**src/rtl/oi_pkg.sv**
```systemverilog
package oi_pkg;
  parameter int REG_W = 5;

  // one in-flight instruction as seen by the interlock
  typedef struct packed {
    logic             valid;
    logic             wen;
    logic             pcw;
    logic [REG_W-1:0] rd;
  } slot_t;
endpackage

```
**src/rtl/oi_track.sv**
```systemverilog
module oi_track
  import oi_pkg::*;
#(
  parameter int DEPTH = 2
) (
  input  logic  clk,
  input  logic  rst_n,
  input  logic  inject_bubble,
  input  slot_t rd_slot,
  output slot_t slots [DEPTH]
);
  slot_t slot_q [DEPTH];

  for (genvar g = 0; g < DEPTH; g++) begin : g_stage
    if (g == 0) begin : g_head
      always_ff @(posedge clk) begin
        if (!rst_n)             slot_q[0] <= '0;
        else if (inject_bubble) slot_q[0] <= '0;
        else                    slot_q[0] <= rd_slot;
      end
    end else begin : g_tail
      always_ff @(posedge clk) begin
        if (!rst_n) slot_q[g] <= '0;
        else        slot_q[g] <= slot_q[g-1];
      end
    end
    assign slots[g] = slot_q[g];
  end

  AST_BUBBLE_IS_INVALID: assert property (@(posedge clk) disable iff (!rst_n)
    inject_bubble |=> !slot_q[0].valid);
endmodule

```
**src/rtl/oi_src_match.sv**
```systemverilog
module oi_src_match
  import oi_pkg::*;
#(
  parameter int DEPTH = 2
) (
  input  slot_t            slots [DEPTH],
  input  logic [REG_W-1:0] src,
  input  logic             src_en,
  output logic             hit
);
  logic [DEPTH-1:0] per_slot;

  for (genvar g = 0; g < DEPTH; g++) begin : g_cmp
    assign per_slot[g] = slots[g].valid && slots[g].wen && (slots[g].rd == src);
  end

  assign hit = src_en && (|per_slot);
endmodule

```
**src/rtl/op_interlock.sv**
```systemverilog
module op_interlock
  import oi_pkg::*;
#(
  parameter int DEPTH = 2
) (
  input  logic             clk,
  input  logic             rst_n,
  input  logic             rd_valid,
  input  logic [REG_W-1:0] src_a,
  input  logic             src_a_en,
  input  logic [REG_W-1:0] src_b,
  input  logic             src_b_en,
  input  logic [REG_W-1:0] dst,
  input  logic             dst_wen,
  input  logic             pc_wr,
  output logic             stall,
  output logic             bubble,
  output logic             squash_if
);
  localparam int N_SRC = 2;
  localparam int RUN_W = $clog2(DEPTH + 2);

  slot_t            inflight [DEPTH];
  slot_t            rd_slot;
  logic [REG_W-1:0] src_idx [N_SRC];
  logic [N_SRC-1:0] src_on;
  logic [N_SRC-1:0] src_hit;
  logic [DEPTH-1:0] pcw_live;
  logic             hazard;

  assign src_idx[0] = src_a;
  assign src_idx[1] = src_b;
  assign src_on     = {src_b_en, src_a_en};

  for (genvar s = 0; s < N_SRC; s++) begin : g_src
    oi_src_match #(.DEPTH(DEPTH)) u_match (
      .slots  (inflight),
      .src    (src_idx[s]),
      .src_en (src_on[s]),
      .hit    (src_hit[s])
    );
  end

  for (genvar g = 0; g < DEPTH; g++) begin : g_pcw
    assign pcw_live[g] = inflight[g].valid && inflight[g].pcw;
  end

  assign hazard    = rd_valid && (|src_hit);
  assign stall     = hazard;
  assign bubble    = hazard;
  assign squash_if = (rd_valid && pc_wr) || (|pcw_live);

  assign rd_slot = '{valid: rd_valid, wen: dst_wen, pcw: pc_wr, rd: dst};

  oi_track #(.DEPTH(DEPTH)) u_track (
    .clk           (clk),
    .rst_n         (rst_n),
    .inject_bubble (hazard),
    .rd_slot       (rd_slot),
    .slots         (inflight)
  );

  // length of the current run of stalled cycles, for the bound check
  logic [RUN_W-1:0] stall_run;
  always_ff @(posedge clk) begin
    if (!rst_n)     stall_run <= '0;
    else if (stall) stall_run <= stall_run + 1'b1;
    else            stall_run <= '0;
  end

  AST_STALL_BOUNDED: assert property (@(posedge clk) disable iff (!rst_n)
    stall_run <= RUN_W'(DEPTH));
  AST_IDLE_NO_STALL: assert property (@(posedge clk) disable iff (!rst_n)
    !rd_valid |-> !stall);
  AST_PCW_KEEPS_SQUASH: assert property (@(posedge clk) disable iff (!rst_n)
    (rd_valid && pc_wr && !stall) |=> squash_if);
  AST_BUBBLE_TRACKS_STALL: assert property (@(posedge clk) disable iff (!rst_n)
    bubble == stall);
endmodule

```
**config.mk**
```make
export PLATFORM = sky130hd
export DESIGN_NAME = op_interlock
export DESIGN_NICKNAME = d
export VERILOG_FILES = /design/src/rtl/oi_pkg.sv /design/src/rtl/oi_track.sv /design/src/rtl/oi_src_match.sv /design/src/rtl/op_interlock.sv
export SDC_FILE = /design/constraint.sdc
export NUM_CORES = 1
export LEC_CHECK = 0
export ABC_AREA = 1
export CORE_ASPECT_RATIO = 0.6
export CORE_MARGIN = 2
export CORE_UTILIZATION = 35
export CTS_CLUSTER_SIZE = 20
export DETAILED_ROUTE_END_ITERATION = 16
export GPL_TIMING_DRIVEN = 0
export HOLD_SLACK_MARGIN = 0.06
export SLEW_MARGIN = 20
export SYNTH_ARGS = -nofsm -noshare
export SYNTH_HDL_FRONTEND = slang
export SYNTH_SLANG_ARGS = --single-unit
```
**constraint.sdc**
```tcl
create_clock -name clk -period 1.25 [get_ports clk]
set_clock_uncertainty 0.05 [all_clocks]
set_input_delay 0.125 -clock clk [delete_from_list [all_inputs] [get_ports clk]]
set_output_delay 0.125 -clock clk [all_outputs]
set_load 0.02 [all_outputs]
```
==> results.cfg <==
[layout]
syn2layout_area_growth_pct = 36.2
num_antenna_cells = 0
largestRegisters = u_track.slot_q x16
largest_reg_flops = 16
drive_gt1_share_pct = 9.64
nNetsFinal = 220
regMostFlops = u_track.slot_q

[synth]
synth_top_flop_cell = edfxtp_1
synth_top_area_cell = nand2_1
synth_area_leaders = nand2_1 25%, edfxtp_1 24%, dfxtp_1 16%
syn_inst = 161
synth_cell_type_count = 15
synth.yosys.seq_area_share_pct = 40.5
synth-edff-count = 8
yosysMostFrequentCell = nand2_1
synthDominantCellAreaShare_pct = 25.4
yosys_register_bits = 16
synthArstFlopShare_pct = 0
synth_common_cells = 67 x nand2_1, 38 x inv_1, 22 x nor2_1, 8 x dfxtp_1, 8 x edfxtp_1
syn-cell-area_um2 = 988
ys_warn_count = 0
avgSynthCellArea_um2 = 6.14

[timing]
setup_ws_ps = -548
rsz0062_at_grt = yes
finalCritPeriodShare_pct = 144
slew_viol_final = 0
hold_viol = 0
hold_ws_ps = 118
final.setup.tns_ps = -3480
setup_viol = 10
min_period_ps = 1800
fmax_ghz = 0.556

[global_route]
gr-total-overflow = 0
antenna_found_initial = 0
grt_pass1_wl_mm = 3.63
grt_start_max_net_pins = 11
grt_pass1_vias = 841
grtUsageTotal_pct = 14.9

[cts]
root_buffer = clkbuf_8
clkLatencyLatePin_ps = 250
cts_sinks = 16
path_clk_slew_ps = 60
htree_levels = 1
numCtsBuffers = 3
cts_hold_buffers = 0
ctsLongestPathBuffers = 2
cts_tree = yes

[setup_path]
r2r-end = u_track.slot_q[0][4]
crit_arrival_ps = 1620
end_kind = output port
worstRegToRegCells = 11
path_max_fanout = 4
worst_path_most_repeated_cell = nand2_1
cpMaxStageDelayCell = edfxtp_1
criticalPathCategory = reg -> out
cp-endpoint = stall
regToRegStartpoint = u_track.slot_q[0][3]
r2r_setup_slack_ps = -320
crit_path_start = u_track.slot_q[0][3]
critPathMaxStageDelay_ps = 470
crit_required_ps = 1080
worstPathCellList = inv_1 -> nand2_1 -> nand2_1 -> nor2_1 -> nand3_1 -> nand2_1 -> nand2_2 -> nand2_2 -> nand2_4 -> inv_4 -> buf_6 -> buf_6
start_kind = flip-flop

[drt]
highest_layer = met4
route.vias.total = 955
avgRoutedWirePerCell_um = 9.48
firstDrtPassIters = 4
drtIter0Drc = 37
wl_met3_um = 144
via_per_inst = 4.17
ant_nets = 0
wl_met2_um = 909
wl_met1_mm = 1.10
drc_errors = 0
routed_wl_mm = 2.17

[status]
violations = negative setup slack
outcome = finished with violations

[flow_run]
maxCapViolCount = 0

[placement]
dpl.hpwl_mm = 1.79
port_buffers = 23
gp_routability_congestion = 0.845
pre_cts_slack_ps = -985

[floorplan]
coreArea_um2 = 2590
dieWidth_um = 72.6
dieArea_um2 = 3280
io_pins = 25
initial_core_util_pct = 38.1
die_h_um = 45.2
rows = 14

[min_path]
hp-class = in -> reg

[power_and_ir_drop]
p_per_area_nw_per_um2 = 909
vdd_drop_max_v = 0.000595
p_leak_nw = 0.794
==> metal layers <==
layer  up-vias  track usage [%]
li1        521                -
met2        29             21.1
met5         -                0
met3         4             3.57
met1       401             22.3
met4         0             4.81
==> how the worst min path moves through the flow <==
stage	cells after the start	start	end	slack, ps
floorplan	2	dst[1]	u_track.slot_q[0][1]	280
global placement	3	rst_n	u_track.slot_q[1][0]	370
detailed placement	3	rst_n	u_track.slot_q[1][4]	380
CTS	3	rst_n	u_track.slot_q[1][4]	120
global route	3	rst_n	u_track.slot_q[1][5]	130
finish	3	rst_n	u_track.slot_q[1][1]	120
==> area by class of cell <==
cell class | instances | area [µm²]
Buffer | 2 | 18.8
Fill cell | 258 | 1250
Tap cell | 32 | 40.0
Multi-Input combinational cell | 110 | 454
Clock inverter | 1 | 3.75
Timing Repair Buffer | 25 | 235
Inverter | 40 | 153
Sequential cell | 16 | 400
Clock buffer | 3 | 41.3
==> what timing repair did <==
action | CTS | global route
hold endpoints to repair | 0 | 0
endpoints found under the setup margin | 11 | 10
resized for setup | 16 | 0
pin swaps | 6 | 0
setup buffers | 2 | 0
==> cell usage in the layout (no fill, tap or decap), types with 2 or more instances in the layout <==
master           netlist  layout
buf_4                  2       3
nand2_1               67      67
edfxtp_1               8       8
inv_2                  2       2
buf_2                  0       2
nor2_1                22      22
clkbuf_8               0       3
nand3_1                4       4
nand2_2                4       3
conb_1                 1       8
nand2_4                1       2
clkdlybuf4s50_1        0      19
dfxtp_1                8       8
inv_1                 38      37
buf_6                  0       2
==> metrics by stage <==
stage / instances / power [W] / cell area [µm²] / util [%]
2_1_floorplan: 168 / 0.000729 / 1020 / -
3_3_place_gp: 223 / 0.000834 / 1290 / 49.9
3_5_place_dp: 223 / 0.000841 / 1290 / 49.9
4_1_cts: 229 / 0.00124 / 1350 / 51.9
5_1_grt: 229 / 0.00131 / 1350 / 51.9
6_report: 229 / 0.00122 / 1350 / 51.9
==> critical path, delay by kind of cell, from the launching register on <==
kind	cells	cell delay (ps)
buffers and inverters	4	380
DFF	1	470
and+or+nand+nor	8	530
==> power breakdown <==
group          internal, W  switching (W)
registers         0.000584      0.0000256
clock network     0.000218       0.000180
logic             0.000107       0.000110
total             0.000909       0.000315
==> logic make-up (layout without fill, tap and decap cells) <==
kind of cell / count (synthesis) / count (layout) / share of synthesized area, %
other cells: 1 / 8 / 0.379
simple gates: 100 / 100 / 40.8
compound gates: 1 / 1 / 0.760
buf+inv: 42 / 71 / 16.7
xor+xnor: 1 / 1 / 0.886
flops: 16 / 16 / 40.5
No activity file was read; power rests on OpenSTA's default activity.
